`config.mk`:
```
export PLATFORM = sky130hd
export DESIGN_NAME = rename_alias_table
export DESIGN_NICKNAME = d
export VERILOG_FILES = /design/src/rtl/rat_pkg.sv /design/src/rtl/rat_entry.sv /design/src/rtl/rat_lookup.sv /design/src/rtl/rename_alias_table.sv
export SDC_FILE = /design/constraint.sdc
export NUM_CORES = 1
export LEC_CHECK = 0
export BUFFER_PORTS_ARGS = -buffer_cell sky130_fd_sc_hd__clkbuf_2
export CORE_ASPECT_RATIO = 0.6
export CORE_MARGIN = 2
export CORE_UTILIZATION = 51
export DETAILED_ROUTE_END_ITERATION = 6
export PLACE_DENSITY = 0.7
export SKIP_CTS_REPAIR_TIMING = 1
export SLEW_MARGIN = 30
export SYNTH_ARGS = -nofsm -noshare
export SYNTH_HDL_FRONTEND = slang
export SYNTH_SLANG_ARGS = --single-unit
```
`constraint.sdc`:
```
create_clock -name clk -period 3.5 [get_ports clk]
set_input_delay 0.7 -clock clk [delete_from_list [all_inputs] [get_ports clk]]
set_output_delay 0.7 -clock clk [all_outputs]
set_load 0.005 [all_outputs]
```
`src/rtl/rat_pkg.sv`:
```
package rat_pkg;
  localparam int RAT_REGS   = 8;
  localparam int RAT_DATA_W = 16;
  localparam int RAT_TAG_W  = 4;
endpackage

```
`src/rtl/rat_entry.sv`:
```
module rat_entry #(
  parameter int DATA_W = rat_pkg::RAT_DATA_W,
  parameter int TAG_W  = rat_pkg::RAT_TAG_W
) (
  input  logic              clk,
  input  logic              rst,
  input  logic              wr_claim,
  input  logic [TAG_W-1:0]  claim_tag,
  input  logic              bc_valid,
  input  logic [TAG_W-1:0]  bc_tag,
  input  logic [DATA_W-1:0] bc_data,
  output logic              valid_q,
  output logic [TAG_W-1:0]  tag_q,
  output logic [DATA_W-1:0] data_q
);
  logic capture;
  assign capture = bc_valid && !valid_q && (tag_q == bc_tag);

  always_ff @(posedge clk) begin
    if (rst) begin
      valid_q <= 1'b1;
      tag_q   <= '0;
      data_q  <= '0;
    end else if (wr_claim) begin
      valid_q <= 1'b0;
      tag_q   <= claim_tag;
    end else if (capture) begin
      valid_q <= 1'b1;
      data_q  <= bc_data;
    end
  end

  assert_claim_wins_R7: assert property (@(posedge clk) disable iff (rst)
    wr_claim |=> (!valid_q && tag_q == $past(claim_tag)));

  assert_capture_R4: assert property (@(posedge clk) disable iff (rst)
    (bc_valid && !wr_claim && !valid_q && tag_q == bc_tag)
      |=> (valid_q && data_q == $past(bc_data)));

  assert_stale_drop_R5: assert property (@(posedge clk) disable iff (rst)
    (bc_valid && !wr_claim && tag_q != bc_tag)
      |=> ($stable(valid_q) && $stable(tag_q) && $stable(data_q)));
endmodule

```
`src/rtl/rat_lookup.sv`:
```
module rat_lookup #(
  parameter int NUM_REGS = rat_pkg::RAT_REGS,
  parameter int DATA_W   = rat_pkg::RAT_DATA_W,
  parameter int TAG_W    = rat_pkg::RAT_TAG_W,
  localparam int IDX_W   = $clog2(NUM_REGS)
) (
  input  logic [NUM_REGS-1:0]             valid_v,
  input  logic [NUM_REGS-1:0][TAG_W-1:0]  tag_v,
  input  logic [NUM_REGS-1:0][DATA_W-1:0] data_v,
  input  logic [IDX_W-1:0]                sel,
  input  logic                            bc_valid,
  input  logic [TAG_W-1:0]                bc_tag,
  input  logic [DATA_W-1:0]               bc_data,
  output logic                            rdy,
  output logic [DATA_W-1:0]               data,
  output logic [TAG_W-1:0]                tag
);
  always_comb begin
    rdy  = 1'b0;
    data = '0;
    tag  = '0;
    if (valid_v[sel]) begin
      rdy  = 1'b1;
      data = data_v[sel];
    end else if (bc_valid && bc_tag == tag_v[sel]) begin
      rdy  = 1'b1;
      data = bc_data;
    end else begin
      tag  = tag_v[sel];
    end
  end
endmodule

```
`src/rtl/rename_alias_table.sv`:
```
module rename_alias_table #(
  parameter int NUM_REGS = rat_pkg::RAT_REGS,
  parameter int DATA_W   = rat_pkg::RAT_DATA_W,
  parameter int TAG_W    = rat_pkg::RAT_TAG_W,
  localparam int IDX_W   = $clog2(NUM_REGS)
) (
  input  logic              clk,
  input  logic              rst,
  input  logic              ren_en,
  input  logic              rs_free,
  input  logic [IDX_W-1:0]  ren_src_a,
  input  logic [IDX_W-1:0]  ren_src_b,
  input  logic [IDX_W-1:0]  ren_dst,
  input  logic [TAG_W-1:0]  ren_tag,
  input  logic              bc_valid,
  input  logic [TAG_W-1:0]  bc_tag,
  input  logic [DATA_W-1:0] bc_data,
  input  logic [IDX_W-1:0]  dbg_sel,
  output logic              ren_ok,
  output logic              src_a_ready,
  output logic [DATA_W-1:0] src_a_data,
  output logic [TAG_W-1:0]  src_a_tag,
  output logic              src_b_ready,
  output logic [DATA_W-1:0] src_b_data,
  output logic [TAG_W-1:0]  src_b_tag,
  output logic              dbg_valid,
  output logic [DATA_W-1:0] dbg_data,
  output logic [TAG_W-1:0]  dbg_tag
);
  logic                            ren_go;
  logic [NUM_REGS-1:0]             ent_valid;
  logic [NUM_REGS-1:0][TAG_W-1:0]  ent_tag;
  logic [NUM_REGS-1:0][DATA_W-1:0] ent_data;

  assign ren_go = ren_en && rs_free;

  for (genvar i = 0; i < NUM_REGS; i++) begin : g_ent
    rat_entry #(.DATA_W(DATA_W), .TAG_W(TAG_W)) u_ent (
      .clk       (clk),
      .rst       (rst),
      .wr_claim  (ren_go && (ren_dst == IDX_W'(i))),
      .claim_tag (ren_tag),
      .bc_valid  (bc_valid),
      .bc_tag    (bc_tag),
      .bc_data   (bc_data),
      .valid_q   (ent_valid[i]),
      .tag_q     (ent_tag[i]),
      .data_q    (ent_data[i])
    );
  end

  logic              la_rdy, lb_rdy;
  logic [DATA_W-1:0] la_data, lb_data;
  logic [TAG_W-1:0]  la_tag, lb_tag;

  rat_lookup #(.NUM_REGS(NUM_REGS), .DATA_W(DATA_W), .TAG_W(TAG_W)) u_look_a (
    .valid_v(ent_valid), .tag_v(ent_tag), .data_v(ent_data), .sel(ren_src_a),
    .bc_valid(bc_valid), .bc_tag(bc_tag), .bc_data(bc_data),
    .rdy(la_rdy), .data(la_data), .tag(la_tag)
  );

  rat_lookup #(.NUM_REGS(NUM_REGS), .DATA_W(DATA_W), .TAG_W(TAG_W)) u_look_b (
    .valid_v(ent_valid), .tag_v(ent_tag), .data_v(ent_data), .sel(ren_src_b),
    .bc_valid(bc_valid), .bc_tag(bc_tag), .bc_data(bc_data),
    .rdy(lb_rdy), .data(lb_data), .tag(lb_tag)
  );

  always_ff @(posedge clk) begin
    if (rst) begin
      ren_ok      <= 1'b0;
      src_a_ready <= 1'b0;
      src_a_data  <= '0;
      src_a_tag   <= '0;
      src_b_ready <= 1'b0;
      src_b_data  <= '0;
      src_b_tag   <= '0;
      dbg_valid   <= 1'b0;
      dbg_data    <= '0;
      dbg_tag     <= '0;
    end else begin
      ren_ok    <= ren_go;
      dbg_valid <= ent_valid[dbg_sel];
      dbg_data  <= ent_data[dbg_sel];
      dbg_tag   <= ent_tag[dbg_sel];
      if (ren_go) begin
        src_a_ready <= la_rdy;
        src_a_data  <= la_data;
        src_a_tag   <= la_tag;
        src_b_ready <= lb_rdy;
        src_b_data  <= lb_data;
        src_b_tag   <= lb_tag;
      end
    end
  end

  assert_gate_R6: assert property (@(posedge clk) disable iff (rst)
    ren_ok |-> $past(ren_en && rs_free));

  assert_hold_R6: assert property (@(posedge clk) disable iff (rst)
    !(ren_en && rs_free) |=> ($stable(src_a_data) && $stable(src_a_tag) && $stable(src_b_data)
                            && $stable(src_b_tag)));

  assert_pair_excl_R3: assert property (@(posedge clk) disable iff (rst)
    (src_a_ready ? (src_a_tag == '0) : (src_a_data == '0)));
endmodule

```
==> results of run 1 <==
## final cells by class
type                    count  area [sq um]
fillers                  1998         10100
flip-flops and latches    232          4640
inverters                   6          22.5
clock inverters             4          23.8
repair buffers            153           945
well taps                 322           403
clock buffers              35           681
multi-input cells         799          7490
## routing by layer
metal / up-vias / GRT usage / wire length, microns
li1: 4344 / - / -
met1: 4720 / 0.418 / 16300
met2: 512 / 0.368 / 14300
met3: 40 / 0.117 / 5410
met4: 0 / 0.0438 / 446
met5: - / 0 / 0
## sequential cells by signal, indices dropped and copies added, names as in the netlist
| signal | cells |
|---|---|
| g_ent.u_ent.data_q | 128 |
| g_ent.u_ent.tag_q | 32 |
| dbg_data | 16 |
| src_a_data | 16 |
| src_b_data | 16 |
| g_ent.u_ent.valid_q | 8 |
| dbg_tag | 4 |
| src_a_tag | 4 |
| src_b_tag | 4 |
| dbg_valid | 1 |
| ren_ok | 1 |
| src_a_ready | 1 |
| src_b_ready | 1 |
## metrics by stage
| stage | setup slack (ps) | std cells |
|---|---|---|
| global route | 839 | 1551 |
| CTS | 1030 | 1551 |
| detailed placement | 489 | 1512 |
| floorplan | 723 | 1162 |
| finish | 950 | 1551 |
| global placement | 521 | 1512 |
## final timing paths
| kind | from | endpoint | slack (ps) | cells past startpoint |
|---|---|---|---|---|
| min reg2reg | src_a_tag[0] | src_a_tag[0] | 470 | 2 |
| max | ren_src_b[0] | src_b_data[2] | 950 | 8 |
| min | src_a_tag[0] | src_a_tag[0] | 470 | 2 |
| max reg2reg | g_ent[3].u_ent.tag_q[2] | src_a_data[4] | 1010 | 8 |
## cell families after synthesis
group / share of synthesized area
buf+inv: 0.0491
xor+xnor: 0.0255
flops: 0.365
simple gates: 0.112
mux: 0.402
compound gates: 0.0460
## cells in the final DEF, fill, tap and decap left out, drive strengths merged, types with 4 or more instances in the layout
master,count
mux2i,243
dfxtp,232
nor2,221
clkbuf,138
mux4,117
buf,50
nor3,41
o21ai,31
nand2,20
xnor2,20
xor2,17
a41oi,16
a31oi,15
a21oi,7
inv,7
a211o,5
nand2b,4
nand3,4
a32o,4
o41ai,4
## power groups by stage
| stage | Clock (W) | Combinational [W] | Sequential, W |
|---|---|---|---|
| final | 0.00239 | 0.000545 | 0.00271 |
| after CTS | 0.00242 | 0.000538 | 0.00270 |
| after global routing | 0.00254 | 0.000581 | 0.00271 |
| after global placement | 0 | 0.000532 | 0.00276 |
| after floorplan | 0 | 0.000374 | 0.00275 |
| after detailed placement | 0 | 0.000537 | 0.00276 |
## worst reg2reg max path, delay by kind of cell, from the launching register on
family / cells / cell delay, ps
simple gates: 2 / 450
buf+inv: 2 / 350
mux: 3 / 1050
compound gates: 1 / 100
flops: 1 / 480
==> impl.org, run 1 <==
** Logic synthesis
- Among all flip-flop cells after synthesis, the most frequent one is sky130_fd_sc_hd__dfxtp_1.
- Top-count cell post-synth :: sky130_fd_sc_hd__mux2i_1
- Sequential share of the synthesized area :: 0.365
- Share of Yosys cell area claimed by the top area cell type :: 0.365
- Leading post-synthesis cells by cell area :: sky130_fd_sc_hd__dfxtp_1 37%, sky130_fd_sc_hd__mux4_2 21%, sky130_fd_sc_hd__mux2i_1 19%
- For this run, asynchronously set or reset flops after synthesis account for 0.
- Synthesis Warnings :: 0
- The largest total area in the synthesized netlist belongs to sky130_fd_sc_hd__dfxtp_1.
- Cells after synthesis :: between 1,000 and 1,500
- Post-synth EDFFs :: 0
- In the synthesized netlist, the cells that appear most often are 243 x sky130_fd_sc_hd__mux2i_1, 232 x sky130_fd_sc_hd__dfxtp_1, 221 x sky130_fd_sc_hd__nor2_1.
- The synthesized design contains approximately 230 register bits.
- Post-Synthesis Net Count :: 1,203
- Each instance of the synthesized netlist takes up on average 10.9 sq um.
- Number of library cell types mapped by synthesis :: 42
- Syn Std Cell Area :: around 13,000 sq um

** Setup path
- The slowest stage of the critical path belongs to the cell sky130_fd_sc_hd__mux4_2.
- Crit start category :: input port
- Traced cell by cell, the critical path runs through clkbuf_2 -> mux2i_1 -> mux4_2 -> xnor2_1 -> nor2_1 -> buf_4 -> a41oi_1 -> nor3_1.
- Crit path required time :: 3940 ps
- Delay of the slowest critical-path stage :: slightly below 600 ps
- Arrival time worst endpoint :: 2990 ps
- Count of buffer and inverter cells on the critical path :: 2
- Family with the most delay on the worst path :: buffers and inverters
- CP endpoint kind :: flop
- Of all nets on the critical path, the largest fanout is 20.
- Critical path class :: in -> reg

** Global routing
- The first global-routing pass estimated ~56,000 microns of wire.
- The number of antenna violations at the first check in global routing is 2.
- Aggregate global-route resource usage :: 0.276
- Grt total ovfl :: 0
- The number of global-route vias before repair was 9,134.
- Maximum number of pins on one net before global-route repair :: between 150 and 200

** Timing
- Static timing analysis puts the maximum clock frequency at 0.392 GHz.
- The final number of hold-violating endpoints is 0.
- RSZ-0062 raised after global routing :: no
- Summed over all failing endpoints, the final setup total negative slack is 0 ps.
- The clock arrives with 10.0 ps of skew.
- Period utilization :: 0.728
- Post-layout minimum cycle time :: between 2000 and 3000 ps
- Least-Margin Pin Slew :: 1020 ps
- The max-slew violation count was 0.
- Worst slew margin relative to its limit :: 0.319
- Setup violations remaining at the end of the flow were counted as 0.
- Final hold slack :: 467 ps

** Route
- Number of nets still failing antenna checks after routing :: 0
- Per-cell via count in the routed design :: about 6.2
- Before antenna repair, the detailed router went through 5 iterations.
- Drt first-iter violations :: between 1,000 and 1,500
- Wires add up to 36,400 microns.
- Average wire per cell in the routed design :: 23.5 microns
- Detailed routing inserted a total of 9,616 vias.
- For this run, design rule violations remaining after detail routing come to 0.

** Run status
- The flow ran to the end, and the final reports show no timing, DRC or antenna violations.

** Final layout
- Summed area of non-filler cells in the final layout :: 14,200 sq um
- Layout area overhead :: 11.8%
- Number of diodes added for antenna fixing :: 0
- Number of nets in the final layout :: 1,255
- Ratio of cells with drive above 1 in the final layout :: 0.273
- Final cell utilization of the core :: 0.584

** Pwr
- After layout, the design draws a total of 0.00564 W.
- Power Dens Cells :: a little under 400 nW/um^2
- Sequential fraction of design power :: 0.480
- VDD sags by at most 0.277 mV.
- Reported net switching power :: roughly 0.0014 W
- Switching Share :: 0.253
- Of the total power, the clock network draws 0.424.
- Leakage power summed over all cells :: 5.46 nW
- Internal power comes to 0.00421 W.
- Comb pwr share :: 0.097

** Worst hold path
- The worst hold path belongs to the class reg -> reg.

** Floorplanning
- around 110 I/O pins were placed.
- The die covers 26,200 sq um.
- In this run the horizontal extent of the chip is slightly above 200 microns.
- Floorplan Core Area :: 24,300 sq um
- For this configuration, the core starts out at a cell density of 0.522.
- Placement row count :: 44
- From bottom edge to top edge, the die measures approximately 130 microns.

** Clock network
- Clock tree root buffer cell :: sky130_fd_sc_hd__clkbuf_16
- Clock-pin slew was measured on the worst setup and hold paths at 60 ps.
- Number of sinks handled by clock tree synthesis :: 232
- For the worst-skew pair, the clock arrives at the later sink with an insertion delay of between 500 and 600 ps.
- CTS built an H-tree with a depth of 1.
- CTS tree :: done
- The number of clock buffers added by TritonCTS is 22.
- The longest clock path from root to sink contains 3 buffers.

** Job
- Max cap viols :: 0

** Placed design
- The count of buffers added on input and output ports is 104.
- Summed over all nets, the half-perimeter wirelength after detailed placement is 24,900 microns.
- Total placed instance area :: approximately 14,000 sq um
- Final weighted congestion of routability-driven global placement :: 0.900
No activity file was read; power rests on OpenSTA's default activity.
==> inputs of run 2 (changes only) <==
ABC_AREA = 1   (was default)
clock period = 2.4 ns   (was 3.5 ns; I/O delays follow)
==> impl.org, run 2 <==
** Timing
- The max-slew violation count is 0.
- Final hold slack :: 295 ps
- Dividing the final minimum period by the clock period gives 0.822.
- Clock skew :: 21.1 ps
- Timing would allow up to 0.507 GHz.
- Post-layout minimum cycle time :: 1970 ps
- At the pin with the least slew margin, the transition time is 702 ps.
- RSZ-0062 raised after global routing :: no
- The worst pin sits at a relative slew slack of 0.532.
- Setup total negative slack on the finished layout was measured at 0 ps.
- The final number of hold-violating endpoints came to 0.
- Final-report setup violation count :: 0

** Pwr
- Maximum VDD drop :: roughly 0.64 mV
- Summed over all cells, the static leakage comes to 5.95 nW.
- Sum of internal, switching and leakage power :: 0.00984 W
- For this design the ratio of total power to cell area is approximately 660 nW/um^2.
- Clock network fraction of design power :: 0.442
- Sequential fraction of design power :: 0.406
- Reported net switching power :: ~0.0028 W
- The internal portion of the total power is 0.00704 W.
- Of the total power, the share spent switching nets is 0.285.
- The share of total power dissipated in combinational logic is 0.152.

** Final layout
- Non-filler instance count after layout :: 2,357
- Ranked by flip-flop count, first place goes to g_ent.u_ent.data_q.
- At the end of the flow, the number of nets in the layout was 2,050.
- Final cell utilization of the core :: 0.589
- Leading cell type in the layout, fill and taps excluded :: sky130_fd_sc_hd__o21ai_0
- Ratio of cells with drive above 1 in the final layout :: 0.123
- Compared with the post-synthesis result, the final layout area differs by 13.5%.
- In the layout the commonest cells are 462 x sky130_fd_sc_hd__o21ai_0, 368 x sky130_fd_sc_hd__a21oi_1, 232 x sky130_fd_sc_hd__dfxtp_1.
- Regs by FF count :: g_ent.u_ent.data_q: 128 flops, g_ent.u_ent.tag_q: 32 flops
- The register with the most flip-flops in the layout has 128 of them.

** Floorplanning
- Die Ht :: between 100 and 150 microns
- Effective utilization at floorplan :: 0.519
- Die outline area :: 27,000 sq um
- Floorplan Core Area :: 25,200 sq um
- I/O pin cnt :: between 100 and 150
- Row generation in the floorplan step produced 45 rows.
- In this run the horizontal extent of the chip is 211 microns.

** Logic synthesis
- Post-Syn Area per Cell :: 6.61 sq um
- Top-count cell post-synth :: sky130_fd_sc_hd__o21ai_0
- Syn Std Cell Area :: 13,100 sq um
- The share of the Yosys chip area taken by registers is 0.355.
- Cells after synthesis :: ~2,000
- During synthesis, Yosys emitted a total of 0 warnings.
- Number of library cell types mapped by synthesis :: 35
- Commonest cells post-synth :: 462 x sky130_fd_sc_hd__o21ai_0, 368 x sky130_fd_sc_hd__a21oi_1, 232 x sky130_fd_sc_hd__dfxtp_1
- Of all cell types, the one taking the most synthesized area is sky130_fd_sc_hd__dfxtp_1.
- Number of flip-flops and latches in the synthesized netlist :: 232
- In the synthesized netlist the dominant register cell turns out to be sky130_fd_sc_hd__dfxtp_1.
- Of the post-synthesis cell area, the dominant cell type holds 0.355.
- Of all flip-flops after synthesis, the portion carrying an async set or reset was 0.
- Post-synth EDFFs :: 0
- In the post-synthesis netlist, the biggest area contributors are sky130_fd_sc_hd__dfxtp_1 35%, sky130_fd_sc_hd__o21ai_0 18%, sky130_fd_sc_hd__a21oi_1 14%.
- Post-Synthesis Net Count :: 2,020

** Setup path
- Crit path required time :: roughly 2800 ps
- Arrival time worst endpoint :: roughly 2400 ps
- Length in cells of the worst reg-to-reg path :: 8
- The most critical setup path has its endpoint at g_ent[3].u_ent.data_q[2].
- Worst R2R Start :: g_ent[3].u_ent.tag_q[3]
- Reg2Reg Setup Slack :: 430 ps
- The worst register-to-register path ends at g_ent[3].u_ent.data_q[2].
- Along the worst path, the maximum fanout reaches 19.
- The worst setup path is launched from a flop.
- The worst setup path is of the reg -> reg kind.
- CP endpoint kind :: flop
- Launching element of the worst setup path :: g_ent[3].u_ent.tag_q[3]

** Route
- The routed design has 52,400 microns of wire.
- The routed layout has ~15,000 vias.
- The first detailed-routing pass ran for 7 iterations.
- Number of nets still failing antenna checks after routing :: 0
- In the routed layout, each cell is associated on average with a via count of 6.22.
- Drt first-iter violations :: 2,326
- Number of DRC violations after detailed routing :: 0
- Average wire per cell in the routed design :: 22.2 microns

** Placed design
- The congestion estimate from routability-driven global placement came to slightly above 1.
- Half-perimeter wire length of the detailed placement result :: 36,700 microns
- IO buf count :: 104
- Counting tap cells, the placed design contains a total of ~2,300 instances.

** Clock network
- CTS Buffer Depth :: 3
- Total CTS buffers :: 24
- CTS built an H-tree with a depth of 1.
- Insertion delay of the later-clocked pin in the worst-skew pair :: 550 ps
- After clock tree synthesis, the clock-pin slew on the worst setup and hold paths is 60 ps.
- TritonCTS built the clock tree.
- The clock drives 232 sinks.
- Clock tree root buffer cell :: sky130_fd_sc_hd__clkbuf_16

** Global routing
- Vias in the first global route :: roughly 12,000
- The number of antenna violations at the first check in global routing came to 2.
- Grt total ovfl :: 0
- Wire length of the first global-routing pass :: 77,800 microns
- Across every metal layer, demand over resource in global routing totals 0.380.
- Entering global routing, the biggest net connects 106 pins.

** Run status
- Status :: finished clean

** Worst hold path
- The worst hold path belongs to the class in -> reg.

** Job
- The tool flagged a number of max-cap violations equal to 0.
## run 2: final cells by class
class / count / area (sq um)
Fill cell: 2432 / 10400
Inverter: 177 / 669
Timing Repair Buffer: 167 / 1250
Multi-Input combinational cell: 1407 / 6970
Tap cell: 329 / 412
Clock inverter: 12 / 220
Sequential cell: 232 / 4640
Antenna cell: 1 / 2.50
Clock buffer: 32 / 682
## run 2: how the worst min path moves through the flow
stage	from	end	slack (ps)	cells past startpoint
after CTS	bc_data[5]	g_ent[7].u_ent.data_q[5]	280	3
after global placement	g_ent[4].u_ent.data_q[10]	g_ent[4].u_ent.data_q[10]	450	2
after global routing	bc_data[5]	g_ent[7].u_ent.data_q[5]	310	3
final	bc_data[5]	g_ent[7].u_ent.data_q[5]	300	3
after floorplan	g_ent[4].u_ent.data_q[0]	g_ent[4].u_ent.data_q[0]	440	2
after detailed placement	g_ent[4].u_ent.data_q[10]	g_ent[4].u_ent.data_q[10]	460	2
## run 2: critical path, cell delays in order, from the launching register on
cell	delay (ps)
sky130_fd_sc_hd__dfxtp_1	340
sky130_fd_sc_hd__inv_1	160
sky130_fd_sc_hd__o21ai_0	100
sky130_fd_sc_hd__nor4_1	350
sky130_fd_sc_hd__and2_2	270
sky130_fd_sc_hd__inv_1	80
sky130_fd_sc_hd__buf_4	220
sky130_fd_sc_hd__o21ai_0	230
sky130_fd_sc_hd__a21oi_1	70
## run 2: metrics by stage
stage	setup WS, ps	area [sq um]
2_1_floorplan	674	13100
3_3_place_gp	219	13900
3_5_place_dp	148	13900
4_1_cts	502	14900
5_1_grt	262	14900
6_report	428	14900
## run 2: layer usage
layer	part of all wire	GRT usage	vias up
met2	0.34	0.451	1065
met1	0.45	0.584	6633
met5	0.0037	0.0508	-
li1	-	-	6873
met4	0.015	0.0609	6
met3	0.18	0.198	72
## run 2: power by group through the flow
stage	Clock, W	Combinational [W]	Sequential [W]
CTS	0.00435	0.00143	0.00399
finish	0.00435	0.00150	0.00400
global route	0.00453	0.00161	0.00400
global placement	0	0.00141	0.00408
detailed placement	0	0.00143	0.00408
floorplan	0	0.000885	0.00406
## run 2: cells by family after synthesis
kind of cell / count (synthesis) / synth area share
compound gates: 932 / 0.367
xor+xnor: 12 / 0.00803
buf+inv: 340 / 0.112
flops: 232 / 0.355
simple gates: 463 / 0.158
